$ cat src/rtl/fcr_pkg.sv
package fcr_pkg;

  typedef enum logic [1:0] {
    PH_IDLE = 2'd0,
    PH_HDR  = 2'd1,
    PH_IMG  = 2'd2,
    PH_BLK  = 2'd3
  } phase_t;

  // Window code 00 and 11 use the wide column count.
  function automatic logic code_wide_cols(input logic [1:0] code);
    return ~(code[1] ^ code[0]);
  endfunction

  // Window code 01 and 11 use the wide line count.
  function automatic logic code_tall_rows(input logic [1:0] code);
    return code[0];
  endfunction

endpackage

$ cat src/rtl/fcr_sync.sv
module fcr_sync #(
  parameter int N      = 2,
  parameter int STAGES = 2
) (
  input  logic         clk,
  input  logic         rst_n,
  input  logic [N-1:0] async_in,
  output logic [N-1:0] rise
);
  for (genvar i = 0; i < N; i++) begin : g_bit
    logic [STAGES:0] chain;
    always_ff @(posedge clk or negedge rst_n) begin
      if (!rst_n) chain <= '0;
      else        chain <= {chain[STAGES-1:0], async_in[i]};
    end
    assign rise[i] = chain[STAGES-1] & ~chain[STAGES];
  end
endmodule

$ cat src/rtl/fcr_deser.sv
module fcr_deser (
  input  logic       clk,
  input  logic       rst_n,
  input  logic       clr,
  input  logic       serial,
  input  logic       stb,
  input  logic [7:0] din,
  output logic       byte_vld,
  output logic [7:0] byte_out
);
  logic [2:0] bit_cnt;
  logic [6:0] shreg;

  always_ff @(posedge clk or negedge rst_n) begin
    if (!rst_n) begin
      bit_cnt  <= '0;
      shreg    <= '0;
      byte_vld <= 1'b0;
      byte_out <= '0;
    end else begin
      byte_vld <= 1'b0;
      if (clr) begin
        bit_cnt <= '0;
      end else if (stb) begin
        if (!serial) begin
          byte_vld <= 1'b1;
          byte_out <= din;
        end else begin
          shreg   <= {shreg[5:0], din[0]};
          bit_cnt <= bit_cnt + 3'd1;
          if (bit_cnt == 3'd7) begin
            byte_vld <= 1'b1;
            byte_out <= {shreg, din[0]};
          end
        end
      end
    end
  end
endmodule

$ cat src/rtl/fcr_seq.sv
module fcr_seq
  import fcr_pkg::*;
#(
  parameter int WIDE   = 160,
  parameter int NARROW = 120,
  parameter int AW     = 15,
  parameter int CW     = 8
) (
  input  logic          clk,
  input  logic          rst_n,
  input  logic          fs,
  input  logic [1:0]    win_sel,
  input  logic          serial_in,
  input  logic          byte_vld,
  input  logic [7:0]    byte_in,
  output logic          serial_q,
  output logic          push,
  output logic          push_black,
  output logic [AW-1:0] push_addr,
  output logic [7:0]    push_data,
  output logic [15:0]   hdr_exp,
  output logic [7:0]    hdr_gain,
  output logic          frame_done,
  output logic          late_fs
);
  localparam logic [CW-1:0] LAST_W = CW'(WIDE - 1);
  localparam logic [CW-1:0] LAST_N = CW'(NARROW - 1);
  localparam logic [AW-1:0] STEP_W = AW'(WIDE);
  localparam logic [AW-1:0] STEP_N = AW'(NARROW);

  phase_t        phase;
  logic          wide_q, tall_q;
  logic [1:0]    hidx;
  logic [7:0]    exp_hi, exp_lo;
  logic [CW-1:0] col, row;
  logic [AW-1:0] base;
  logic [CW-1:0] last_col, last_row;
  logic [AW-1:0] line_step;

  assign last_col  = wide_q ? LAST_W : LAST_N;
  assign last_row  = tall_q ? LAST_W : LAST_N;
  assign line_step = wide_q ? STEP_W : STEP_N;

  always_ff @(posedge clk or negedge rst_n) begin
    if (!rst_n) begin
      phase      <= PH_IDLE;
      wide_q     <= 1'b1;
      tall_q     <= 1'b0;
      serial_q   <= 1'b0;
      hidx       <= '0;
      exp_hi     <= '0;
      exp_lo     <= '0;
      col        <= '0;
      row        <= '0;
      base       <= '0;
      push       <= 1'b0;
      push_black <= 1'b0;
      push_addr  <= '0;
      push_data  <= '0;
      hdr_exp    <= '0;
      hdr_gain   <= '0;
      frame_done <= 1'b0;
      late_fs    <= 1'b0;
    end else begin
      push       <= 1'b0;
      frame_done <= 1'b0;
      late_fs    <= 1'b0;
      if (fs) begin
        late_fs  <= (phase != PH_IDLE);
        phase    <= PH_HDR;
        hidx     <= '0;
        col      <= '0;
        row      <= '0;
        base     <= '0;
        wide_q   <= code_wide_cols(win_sel);
        tall_q   <= code_tall_rows(win_sel);
        serial_q <= serial_in;
      end else if (byte_vld) begin
        case (phase)
          PH_HDR: begin
            hidx <= hidx + 2'd1;
            case (hidx)
              2'd0:    exp_hi <= byte_in;
              2'd1:    exp_lo <= byte_in;
              default: begin
                hdr_exp  <= {exp_hi, exp_lo};
                hdr_gain <= byte_in;
                phase    <= PH_IMG;
              end
            endcase
          end
          PH_IMG: begin
            push       <= 1'b1;
            push_black <= 1'b0;
            push_addr  <= base + AW'(col);
            push_data  <= byte_in;
            if (col == last_col) begin
              col  <= '0;
              base <= base + line_step;
              if (row == last_row) phase <= PH_BLK;
              else                 row   <= row + CW'(1);
            end else begin
              col <= col + CW'(1);
            end
          end
          PH_BLK: begin
            push       <= 1'b1;
            push_black <= 1'b1;
            push_addr  <= AW'(col);
            push_data  <= byte_in;
            if (col == last_col) begin
              phase      <= PH_IDLE;
              frame_done <= 1'b1;
            end else begin
              col <= col + CW'(1);
            end
          end
          default: ;
        endcase
      end
    end
  end
endmodule

$ cat src/rtl/fcr_wrport.sv
module fcr_wrport #(
  parameter int AW = 15
) (
  input  logic          clk,
  input  logic          rst_n,
  input  logic          push,
  input  logic          push_black,
  input  logic [AW-1:0] push_addr,
  input  logic [7:0]    push_data,
  input  logic          wr_ready,
  output logic          wr_valid,
  output logic          wr_black,
  output logic [AW-1:0] wr_addr,
  output logic [7:0]    wr_data,
  output logic          drop
);
  logic can_load;
  assign can_load = !wr_valid || wr_ready;

  always_ff @(posedge clk or negedge rst_n) begin
    if (!rst_n) begin
      wr_valid <= 1'b0;
      wr_black <= 1'b0;
      wr_addr  <= '0;
      wr_data  <= '0;
      drop     <= 1'b0;
    end else begin
      drop <= push && !can_load;
      if (push && can_load) begin
        wr_valid <= 1'b1;
        wr_black <= push_black;
        wr_addr  <= push_addr;
        wr_data  <= push_data;
      end else if (wr_ready) begin
        wr_valid <= 1'b0;
      end
    end
  end
endmodule

$ cat src/rtl/pix_frame_rx.sv
module pix_frame_rx #(
  parameter int WIDE        = 160,
  parameter int NARROW      = 120,
  parameter int SYNC_STAGES = 2,
  localparam int AW         = $clog2(WIDE * WIDE)
) (
  input  logic          clk,
  input  logic          rst_n,
  input  logic          fs_in,
  input  logic          dv_in,
  input  logic [7:0]    din,
  input  logic          serial_mode,
  input  logic [1:0]    win_sel,
  input  logic          wr_ready,
  output logic          wr_valid,
  output logic          wr_black,
  output logic [AW-1:0] wr_addr,
  output logic [7:0]    wr_data,
  output logic [15:0]   hdr_exp,
  output logic [7:0]    hdr_gain,
  output logic          frame_done,
  output logic          overrun
);
  localparam int CW = $clog2(WIDE);

  logic [1:0]    rises;
  logic          fs_rise, dv_rise;
  logic          serial_q;
  logic          byte_vld;
  logic [7:0]    byte_val;
  logic          push, push_black;
  logic [AW-1:0] push_addr;
  logic [7:0]    push_data;
  logic          late_fs, drop;

  fcr_sync #(.N(2), .STAGES(SYNC_STAGES)) u_sync (
    .clk(clk), .rst_n(rst_n), .async_in({dv_in, fs_in}), .rise(rises)
  );
  assign fs_rise = rises[0];
  assign dv_rise = rises[1];

  fcr_deser u_deser (
    .clk(clk), .rst_n(rst_n), .clr(fs_rise), .serial(serial_q),
    .stb(dv_rise), .din(din), .byte_vld(byte_vld), .byte_out(byte_val)
  );

  fcr_seq #(.WIDE(WIDE), .NARROW(NARROW), .AW(AW), .CW(CW)) u_seq (
    .clk(clk), .rst_n(rst_n), .fs(fs_rise), .win_sel(win_sel),
    .serial_in(serial_mode), .byte_vld(byte_vld), .byte_in(byte_val),
    .serial_q(serial_q), .push(push), .push_black(push_black),
    .push_addr(push_addr), .push_data(push_data), .hdr_exp(hdr_exp),
    .hdr_gain(hdr_gain), .frame_done(frame_done), .late_fs(late_fs)
  );

  fcr_wrport #(.AW(AW)) u_port (
    .clk(clk), .rst_n(rst_n), .push(push), .push_black(push_black),
    .push_addr(push_addr), .push_data(push_data), .wr_ready(wr_ready),
    .wr_valid(wr_valid), .wr_black(wr_black), .wr_addr(wr_addr),
    .wr_data(wr_data), .drop(drop)
  );

  always_ff @(posedge clk or negedge rst_n) begin
    if (!rst_n)               overrun <= 1'b0;
    else if (late_fs || drop) overrun <= 1'b1;
  end
endmodule

$ cat config.mk
export PLATFORM = sky130hd
export DESIGN_NAME = pix_frame_rx
export DESIGN_NICKNAME = d
export VERILOG_FILES = /design/src/rtl/fcr_pkg.sv /design/src/rtl/fcr_sync.sv /design/src/rtl/fcr_deser.sv /design/src/rtl/fcr_seq.sv /design/src/rtl/fcr_wrport.sv /design/src/rtl/pix_frame_rx.sv
export SDC_FILE = /design/constraint.sdc
export NUM_CORES = 1
export LEC_CHECK = 0
export ABC_AREA = 1
export CAP_MARGIN = 20
export CORE_MARGIN = 3
export CORE_UTILIZATION = 25
export DETAILED_ROUTE_END_ITERATION = 10
export PLACE_DENSITY = 0.53
export SYNTH_ARGS = -nofsm -noshare
export SYNTH_HDL_FRONTEND = slang
export SYNTH_SLANG_ARGS = --single-unit
$ cat constraint.sdc
create_clock -name clk -period 2.77 [get_ports clk]
set_clock_uncertainty 0.2 [all_clocks]
set_input_delay 0.831 -clock clk [delete_from_list [all_inputs] [get_ports clk]]
set_output_delay 0.831 -clock clk [all_outputs]
set_load 0.02 [all_outputs]
==> flow_metrics.env, run 1 <==
export IMPL_netlist_top_cells_area="dfrtp_1, nand2_1, o21ai_0, inv_1, nor2_1"
export IMPL_max_cap_violations=0
export IMPL_hold_viol=0
export IMPL_slew_viol_final=0
export IMPL_critical_path_max_stage_delay_ps=650
export IMPL_max_vdd_ir_drop_mv=0.467
export IMPL_grt_pass1_wl_mm=28.0
export IMPL_cts_clk_slew_worst_paths_ps=70
export IMPL_fin_util_pct=31.9
export IMPL_grt_usage_pct=11.0
export IMPL_die_y_um=177
export IMPL_start_kind="flip-flop"
export IMPL_synth_cell_types=40
export IMPL_n_antenna_cell=0
export IMPL_drcViolationCount=0
export IMPL_relSlewSlack_pct=61.1
export IMPL_drt_initial_drc_count=373
export IMPL_cts_max_level=4
export IMPL_setup_viol=0
export IMPL_clock_path_buffers=2
export IMPL_antenna_left=0
export IMPL_rr_endpoint="u_seq.base[7]$_DFFE_PN0P_"
export IMPL_endpoint_kind="output pin"
export IMPL_path_buf_inv=1
export IMPL_viasPerCell=4.21
export IMPL_design_core_area_um2=28300
export IMPL_grt_max_degree=42
export IMPL_dp_hpwl_mm=12.0
export IMPL_postCtsHoldBufs=0
export IMPL_synth_seq_cells=154
export IMPL_crit_type="flip-flop to output pin"
export IMPL_fp_row_count=61
export IMPL_rrSetupSlack_ps=600
export IMPL_synth_seq_area_share_pct=52.7
export IMPL_synth_cell_area_um2=7310
export IMPL_wire_per_inst_um=12.5
export IMPL_insertion_delay_ps=430
export IMPL_vias=5586
export IMPL_fmax_mhz=404
export IMPL_min_period_over_period_pct=89.4
export IMPL_critPathSlowestCell="clkdlybuf4s50_1"
export IMPL_syn_to_final_growth_pct=23.5
export IMPL_powerDensity_nw_per_um2=837
export IMPL_hold_path_class="input port to async pin"
export IMPL_grt_pass1_vias=5523
export IMPL_synth_top_cell_by_area="dfrtp_1"
export IMPL_die_area_um2=31300
export IMPL_worstPathArrival_ps=1440
export IMPL_p_leak_nw=4.30
export IMPL_cts_resized=0
export IMPL_synth_top_cell_area_share_pct=52.3
export IMPL_layout_nets=968
export IMPL_status="finished clean"
export IMPL_post_cts_buffers=0
export IMPL_firstDrtPassIters=4
export IMPL_rsz0062_at_grt="false"
export IMPL_cts_sinks=154
export IMPL_start_util_pct=25.8
export IMPL_yosysWarnings=0
export IMPL_die_w_um=177
export IMPL_period_needed_ps=2480
export IMPL_crit_required_ps=1740
export IMPL_drive_gt1_share_pct=10.2
export IMPL_cp_max_fo=2
export IMPL_reg2reg_from="u_seq.wide_q$_DFFE_PN1P_"
export IMPL_ff2ff_path_depth=10
export IMPL_grt_ovfl_total=0
export IMPL_tns_ps=0
export IMPL_synthCells=864
export IMPL_syn_nets=897
export IMPL_avgSynthCellArea_um2=8.47
export IMPL_io_pins=67
export IMPL_gp_congestion=0.831
export IMPL_hold_ws_ps=122
export IMPL_numCtsBuffers=17
export IMPL_antenna_found_initial=0
export IMPL_worstMarginPinSlew_ps=582
export IMPL_cts_tree="done"
export IMPL_totalWireLength_mm=16.6
export IMPL_cp_top_family="buffers and inverters"
export IMPL_root_buffer="clkbuf_16"
export IMPL_cp_cell_sequence="clkdlybuf4s50_1"
export IMPL_portBuffers=66
-- per-layer routing --
layer	vias to the layer above	track usage, %	part of all wire, %
met2	80	16.7	44
met5	-	0	0
met4	0	3.47	1.4
li1	2903	-	-
met3	17	2.42	3.9
met1	2586	15.7	50
-- power breakdown --
part           switching [W]  internal [W]  total [W]  leakage (nW)
sequential          0.000418       0.00282    0.00324          2.04
combinational        0.00114      0.000884    0.00202          1.97
clock                0.00107       0.00123    0.00230         0.284
total                0.00263       0.00493    0.00756          4.30
-- cell families (layout without fill, tap and decap cells) --
logic type / Yosys count / count (layout) / synth area share, %
AO/OA/AOI/OAI: 129 / 129 / 9.32
other: 1 / 1 / 0.0513
multiplexers: 17 / 17 / 2.62
adder cells (fa/ha/maj): 17 / 17 / 3.01
XOR/XNOR: 9 / 9 / 1.08
flip-flops: 154 / 154 / 52.7
buffers and inverters: 119 / 203 / 7.00
AND/OR/NAND/NOR: 418 / 418 / 24.2
-- cells in the final DEF, fill, tap and decap left out, drive strengths merged, types with 4 or more instances in the layout --
cell type / synthesis / final
mux2: 17 / 17
ha: 16 / 16
nand3: 49 / 49
clkinv: 1 / 6
nor3b: 4 / 4
o21ai: 82 / 82
clkdlybuf4s50: 0 / 65
nand4: 7 / 7
nor2: 84 / 84
a21oi: 42 / 42
nand2: 269 / 269
clkbuf: 4 / 18
inv: 92 / 99
xor2: 7 / 7
buf: 22 / 13
dfrtp: 153 / 153
-- synthesized netlist by cell type, drive strengths merged --
| cell type | instances |
|---|---|
| nor2 | 84 |
| o31ai | 1 |
| o211ai | 1 |
| or2 | 2 |
| dfrtp | 153 |
| a21o | 1 |
| a31oi | 1 |
| o22ai | 1 |
| nand4 | 7 |
| a21oi | 42 |
| dfstp | 1 |
| fa | 1 |
| clkinv | 1 |
| xnor2 | 2 |
| ha | 16 |
| nor3b | 4 |
| clkbuf | 4 |
| xor2 | 7 |
| nand3 | 49 |
| conb | 1 |
| or3 | 1 |
| nor3 | 2 |
| mux2 | 17 |
| nand2 | 269 |
| buf | 22 |
| o21ai | 82 |
| inv | 92 |
-- final cells by class --
cell class,instances,area (um2)
Tap cell,378,473
Clock buffer,18,439
Sequential cell,154,3850
Fill cell,2972,19300
Clock inverter,14,153
Inverter,93,352
Timing Repair Buffer,78,815
Multi-Input combinational cell,591,2950
-- per-stage QoR --
step | total power [W] | instance area (um2) | instances | worst slack [ps]
6_report | 0.00756 | 9030 | 1326 | 294
5_1_grt | 0.00810 | 9030 | 1326 | 235
4_1_cts | 0.00766 | 9030 | 1326 | 269
3_5_place_dp | 0.00533 | 8440 | 1294 | 393
3_3_place_gp | 0.00529 | 8440 | 1294 | 417
2_1_floorplan | 0.00450 | 7310 | 864 | 816
-- registers in the layout, indices dropped and copies added (netlist names), 2 cells and up --
| register | cells |
|---|---|
| u_seq.hdr_exp | 16 |
| u_port.wr_addr | 15 |
| u_seq.push_addr | 15 |
| u_seq.base | 12 |
| u_deser.byte_out | 8 |
| u_port.wr_data | 8 |
| u_seq.col | 8 |
| u_seq.exp_hi | 8 |
| u_seq.exp_lo | 8 |
| u_seq.hdr_gain | 8 |
| u_seq.push_data | 8 |
| u_seq.row | 8 |
| u_deser.shreg | 7 |
| u_sync.g_bit.chain | 6 |
| u_deser.bit_cnt | 3 |
| u_seq.hidx | 2 |
| u_seq.phase | 2 |
-- worst max path at each step --
stage | from | end | slack [ps] | depth (start not counted)
after CTS | u_seq.hdr_exp[15]$_DFFE_PN0P_ | hdr_exp[15] | 270 | 1
after global routing | u_seq.hdr_exp[15]$_DFFE_PN0P_ | hdr_exp[15] | 240 | 1
after global placement | wr_ready | u_port.wr_addr[11]$_DFFE_PN0P_ | 420 | 6
after floorplan | u_seq.wide_q$_DFFE_PN1P_ | u_seq.base[4]$_DFFE_PN0P_ | 820 | 6
final | u_seq.hdr_exp[15]$_DFFE_PN0P_ | hdr_exp[15] | 290 | 1
after detailed placement | wr_ready | u_port.wr_addr[11]$_DFFE_PN0P_ | 390 | 6
Power figures use the tool's default switching activity.
==> inputs of run 2 (changes only) <==
--- a/config.mk
+++ b/config.mk
@@ -10,7 +10,6 @@
 export CORE_MARGIN = 3
 export CORE_UTILIZATION = 25
 export DETAILED_ROUTE_END_ITERATION = 10
-export PLACE_DENSITY = 0.53
 export SYNTH_ARGS = -nofsm -noshare
 export SYNTH_HDL_FRONTEND = slang
 export SYNTH_SLANG_ARGS = --single-unit
==> run 2 against run 1 <==
Cell count decreased by 0.23%. Fmax decreased by 0.70%. Worst setup slack got worse by 17 ps. Sequential cell count is the same. Critical path depth is the same. Sequential share of layout area shrank 0.12 points. Die area did not move. Register-to-register slack better by 20 ps. Power rose by 3.8%. Non-clock buffer count fell by 3. Utilization increased by 0.093 points. Global-route usage decreased by 0.36 points.
==> flow_metrics.env, run 2 (synthesis results as in run 1) <==
export IMPL_tns_ps=0
export IMPL_antenna_left=0
export IMPL_top_regs="u_seq.hdr_exp: 16 flops, u_port.wr_addr: 15 flops, u_seq.push_addr: 15 flops"
export IMPL_totalWireLength_mm=16.2
export IMPL_fp_row_count=61
export IMPL_cts_tree="done"
export IMPL_cts_resized=0
export IMPL_final_cell_mix="nand2_1, dfrtp_1, inv_1"
export IMPL_crit_type="flip-flop to output pin"
export IMPL_viasPerCell=4.29
export IMPL_n_antenna_cell=0
export IMPL_p_leak_nw=4.32
export IMPL_vias=5680
export IMPL_dpl_cell_area_um2=8390
export IMPL_start_util_pct=25.8
export IMPL_cp_max_fo=2
export IMPL_hold_viol=0
export IMPL_postCtsHoldBufs=0
export IMPL_wire_per_inst_um=12.3
export IMPL_die_area_um2=31300
export IMPL_p_sw_w=0.00259
export IMPL_critPathSlowestCell="clkdlybuf4s50_1"
export IMPL_grt_ovfl_total=0
export IMPL_grt_max_degree=64
export IMPL_post_cts_buffers=0
export IMPL_clkPwrFrac_pct=32.7
export IMPL_antenna_found_initial=0
export IMPL_hold_path_class="input port to async pin"
export IMPL_cts_clk_slew_worst_paths_ps=70
export IMPL_max_cap_violations=0
export IMPL_top_register="u_seq.hdr_exp"
export IMPL_grt_usage_pct=10.7
export IMPL_fmax_mhz=401
export IMPL_largest_reg_flops=16
export IMPL_slew_viol_final=0
export IMPL_critical_path_max_stage_delay_ps=630
export IMPL_comb_power_share_pct=26.2
export IMPL_start_kind="flip-flop"
export IMPL_stdcell_area_um2=9060
export IMPL_cp_top_family="buffers and inverters"
export IMPL_grt_pass1_wl_mm=27.4
export IMPL_die_y_um=177
export IMPL_powerDensity_nw_per_um2=866
export IMPL_gp_congestion=0.844
export IMPL_io_pins=67
export IMPL_syn_to_final_growth_pct=23.9
export IMPL_endpoint_kind="output pin"
export IMPL_switching_share_pct=33.0
export IMPL_n_fill_cell=2914
export IMPL_worstMarginPinSlew_ps=552
export IMPL_layout_nets=965
export IMPL_cts_max_level=4
export IMPL_crit_required_ps=1740
export IMPL_status="finished clean"
export IMPL_portBuffers=66
export IMPL_grt_pass1_vias=5540
export IMPL_dp_hpwl_mm=11.5
export IMPL_cp_cell_sequence="clkdlybuf4s50_1"
export IMPL_root_buffer="clkbuf_16"
export IMPL_max_vdd_ir_drop_mv=0.345
export IMPL_drt_initial_drc_count=334
export IMPL_rsz0062_at_grt="false"
export IMPL_worstPathArrival_ps=1460
export IMPL_drcViolationCount=0
export IMPL_setup_viol=0
export IMPL_die_w_um=177
export IMPL_relSlewSlack_pct=63.1
export IMPL_period_needed_ps=2490
export IMPL_clock_path_buffers=2
export IMPL_min_period_over_period_pct=90.0
export IMPL_cts_sinks=154
export IMPL_drive_gt1_share_pct=9.95
export IMPL_mostFrequentLayoutCell="nand2_1"
export IMPL_p_seq_share_pct=41.1
export IMPL_design_core_area_um2=28300
export IMPL_firstDrtPassIters=5
export IMPL_internal_power_w=0.00526
export IMPL_insertion_delay_ps=430
export IMPL_path_buf_inv=1
export IMPL_numCtsBuffers=17
run 2: cell count changes in the layout (fill, tap and decap cells not counted):
| cell | before | now |
|---|---|---|
| inv_6 | 3 | 5 |
| clkbuf_8 | 1 | 0 |
| clkinv_4 | 2 | 1 |
| clkinvlp_4 | 2 | 0 |
| inv_8 | 4 | 3 |
| buf_4 | 7 | 5 |
| bufinv_16 | 0 | 4 |
| clkinv_2 | 0 | 1 |
| clkinv_8 | 3 | 1 |
| buf_12 | 5 | 4 |
run 2: path summary, 6_finish.rpt:
check | startpoint | endpoint | slack, ps | cells past startpoint
setup reg to reg | u_seq.wide_q$_DFFE_PN1P_ | u_seq.base[7]$_DFFE_PN0P_ | 620 | 10
min in group clk | u_sync.g_bit[1].chain[0]$_DFF_PN0_ | u_sync.g_bit[1].chain[1]$_DFF_PN0_ | 140 | 0
setup / recovery | u_seq.hdr_exp[15]$_DFFE_PN0P_ | hdr_exp[15] | 280 | 1
hold reg to reg | u_sync.g_bit[1].chain[0]$_DFF_PN0_ | u_sync.g_bit[1].chain[1]$_DFF_PN0_ | 140 | 0
hold / removal | rst_n | u_seq.hdr_exp[9]$_DFFE_PN0P_ | 70 | 1
max in group asynchronous | rst_n | u_seq.wide_q$_DFFE_PN1P_ | 1610 | 2
run 2: routing by layer:
metal	vias up	track usage (%)	share of wire, %
met2	81	16.4	46
met4	0	3.47	1.5
met3	18	1.89	3.0
met1	2685	15.2	50
met5	-	0	0
li1	2896	-	-
run 2: through the flow:
step	utilization [%]	total power, W	hold slack [ps]	setup WS (ps)	instances
4_1_cts	31.9	0.00794	68.1	255	1322
5_1_grt	32.0	0.00837	81.4	235	1323
2_1_floorplan	-	0.00450	131	816	864
6_report	32.0	0.00784	65.1	277	1323
3_3_place_gp	29.6	0.00528	133	408	1290
3_5_place_dp	29.6	0.00533	136	409	1290
run 2: power by group through the flow:
| stage | clock [W] | sequential (W) | combinational [W] |
|---|---|---|---|
| 2_1_floorplan | 0 | 0.00337 | 0.00114 |
| 5_1_grt | 0.00273 | 0.00331 | 0.00233 |
| 3_3_place_gp | 0 | 0.00325 | 0.00203 |
| 6_report | 0.00257 | 0.00323 | 0.00205 |
| 3_5_place_dp | 0 | 0.00327 | 0.00207 |
| 4_1_cts | 0.00262 | 0.00323 | 0.00208 |
run 2: cell type report:
| type | instances | area [um2] | share of cell area [%] |
|---|---|---|---|
| Clock buffer | 17 | 425 | 4.70 |
| Clock inverter | 15 | 228 | 2.51 |
| Inverter | 93 | 352 | 3.88 |
| Multi-Input combinational cell | 591 | 2950 | 32.5 |
| Sequential cell | 154 | 3850 | 42.5 |
| Tap cell | 378 | 473 | 5.22 |
| Timing Repair Buffer | 75 | 779 | 8.60 |
==> inputs of run 3 (changes only) <==
--- a/config.mk
+++ b/config.mk
@@ -7,7 +7,6 @@
 export LEC_CHECK = 0
 export ABC_AREA = 1
 export CAP_MARGIN = 20
-export CORE_MARGIN = 3
 export CORE_UTILIZATION = 25
 export DETAILED_ROUTE_END_ITERATION = 10
 export SYNTH_ARGS = -nofsm -noshare
==> run 3 against run 2 <==
Critical path depth is the same. Clock power shrank 13%. Fmax grew 0.75%. Global-route usage grew 0.49 points. Largest cell class unchanged. Combinational power is essentially flat.
==> flow_metrics.env, run 3 (synthesis results as in run 1) <==
export IMPL_grt_ovfl_total=0
export IMPL_gp_congestion=0.807
export IMPL_wire_per_inst_um=11.9
export IMPL_cts_resized=0
export IMPL_switching_share_pct=33.4
export IMPL_top_regs="u_seq.hdr_exp: 16 flops, u_port.wr_addr: 15 flops, u_seq.push_addr: 15 flops"
export IMPL_drt_initial_drc_count=306
export IMPL_rsz0062_at_grt="false"
export IMPL_portBuffers=66
export IMPL_io_pins=67
export IMPL_numCtsBuffers=17
export IMPL_p_seq_share_pct=43.0
export IMPL_viasPerCell=4.26
export IMPL_grt_usage_pct=11.1
export IMPL_status="finished clean"
export IMPL_post_cts_buffers=0
export IMPL_root_buffer="clkbuf_16"
export IMPL_reg2reg_from="u_seq.wide_q$_DFFE_PN1P_"
export IMPL_cts_tree="done"
export IMPL_crit_required_ps=1740
export IMPL_cp_cell_sequence="clkdlybuf4s50_1"
export IMPL_path_buf_inv=1
export IMPL_hold_viol=0
export IMPL_firstDrtPassIters=5
export IMPL_rrSetupSlack_ps=610
export IMPL_drive_gt1_share_pct=9.52
export IMPL_insertion_delay_ps=420
export IMPL_hold_path_class="input port to async pin"
export IMPL_cts_max_level=4
export IMPL_grt_pass1_wl_mm=27.3
export IMPL_totalWireLength_mm=15.8
export IMPL_rr_endpoint="u_seq.base[7]$_DFFE_PN0P_"
export IMPL_top_register="u_seq.hdr_exp"
export IMPL_n_fill_cell=3021
export IMPL_grt_pass1_vias=5456
export IMPL_layout_nets=965
export IMPL_fmax_mhz=404
export IMPL_start_util_pct=25.4
export IMPL_cp_max_fo=2
export IMPL_die_y_um=173
export IMPL_cp_top_family="buffers and inverters"
export IMPL_design_core_area_um2=28800
export IMPL_min_period_over_period_pct=89.3
export IMPL_clock_path_buffers=2
export IMPL_critPathSlowestCell="clkdlybuf4s50_1"
export IMPL_die_area_um2=29900
export IMPL_postCtsHoldBufs=0
export IMPL_cts_clk_slew_worst_paths_ps=70
export IMPL_endpoint_kind="output pin"
export IMPL_clkPwrFrac_pct=29.7
export IMPL_max_vdd_ir_drop_mv=0.394
export IMPL_cts_sinks=154
export IMPL_grt_max_degree=63
export IMPL_largest_reg_flops=16
export IMPL_fp_row_count=62
export IMPL_powerDensity_nw_per_um2=835
export IMPL_n_antenna_cell=0
export IMPL_final_cell_mix="nand2_1, dfrtp_1, inv_1"
export IMPL_antenna_found_initial=1
export IMPL_comb_power_share_pct=27.2
export IMPL_dp_hpwl_mm=11.2
export IMPL_critical_path_max_stage_delay_ps=620
export IMPL_tns_ps=0
export IMPL_worstPathArrival_ps=1440
export IMPL_drcViolationCount=0
export IMPL_vias=5661
export IMPL_max_cap_violations=0
export IMPL_slew_viol_final=0
export IMPL_crit_type="flip-flop to output pin"
export IMPL_period_needed_ps=2470
export IMPL_internal_power_w=0.00499
export IMPL_setup_viol=0
export IMPL_dpl_cell_area_um2=8390
export IMPL_p_sw_w=0.00250
export IMPL_p_leak_nw=4.26
export IMPL_antenna_left=0
export IMPL_stdcell_area_um2=8970
export IMPL_ff2ff_path_depth=10
export IMPL_mostFrequentLayoutCell="nand2_1"
export IMPL_die_w_um=173
export IMPL_syn_to_final_growth_pct=22.7
export IMPL_start_kind="flip-flop"
[run 3: changes by cell type in the layout (fill, tap and decap cells not counted), sizes merged]
cell,change
clkbuf,+5
bufinv,-3
inv,-3
clkinvlp,+2
clkinv,-1
[run 3: metal layers]
metal	vias to the layer above	track usage (%)	routed length [um]
li1	2887	-	-
met2	85	17.2	7110
met3	16	2.37	593
met4	2	4.09	194
met1	2671	15.3	7920
met5	-	0	13
[run 3: per-stage QoR]
step                      hold slack, ps  util, %  setup slack, ps  total power, W  instances
final                               85.5     31.2              295         0.00749       1329
after floorplan                      131        -              816         0.00450        864
after global routing                94.9     31.2              252         0.00800       1329
after CTS                           90.2     31.1              274         0.00758       1328
after global placement               133     29.2              409         0.00527       1296
after detailed placement             135     29.2              406         0.00532       1296
[run 3: worst max path at each step]
stage	from	to	cells after the start
4_1_cts	u_seq.hdr_gain[7]$_DFFE_PN0P_	hdr_gain[7]	1
6_report	u_seq.hdr_gain[7]$_DFFE_PN0P_	hdr_gain[7]	1
5_1_grt	u_seq.hdr_gain[7]$_DFFE_PN0P_	hdr_gain[7]	1
3_5_place_dp	wr_ready	u_port.wr_addr[9]$_DFFE_PN0P_	6
3_3_place_gp	wr_ready	u_port.wr_addr[11]$_DFFE_PN0P_	6
2_1_floorplan	u_seq.wide_q$_DFFE_PN1P_	u_seq.base[4]$_DFFE_PN0P_	6
[run 3: area by class of cell]
type / count / area, um2 / share of cell area, %
Multi-Input combinational cell: 591 / 2950 / 32.8
Inverter: 93 / 352 / 3.92
Clock inverter: 10 / 106 / 1.18
Tap cell: 384 / 480 / 5.35
Timing Repair Buffer: 75 / 779 / 8.69
Clock buffer: 22 / 454 / 5.06
Sequential cell: 154 / 3850 / 43.0
[run 3: power by group through the flow]
stage / sequential [W] / clock [W] / combinational [W]
detailed placement: 0.00327 / 0 / 0.00205
global route: 0.00331 / 0.00238 / 0.00231
floorplan: 0.00337 / 0 / 0.00114
CTS: 0.00323 / 0.00228 / 0.00207
global placement: 0.00326 / 0 / 0.00202
finish: 0.00322 / 0.00223 / 0.00204
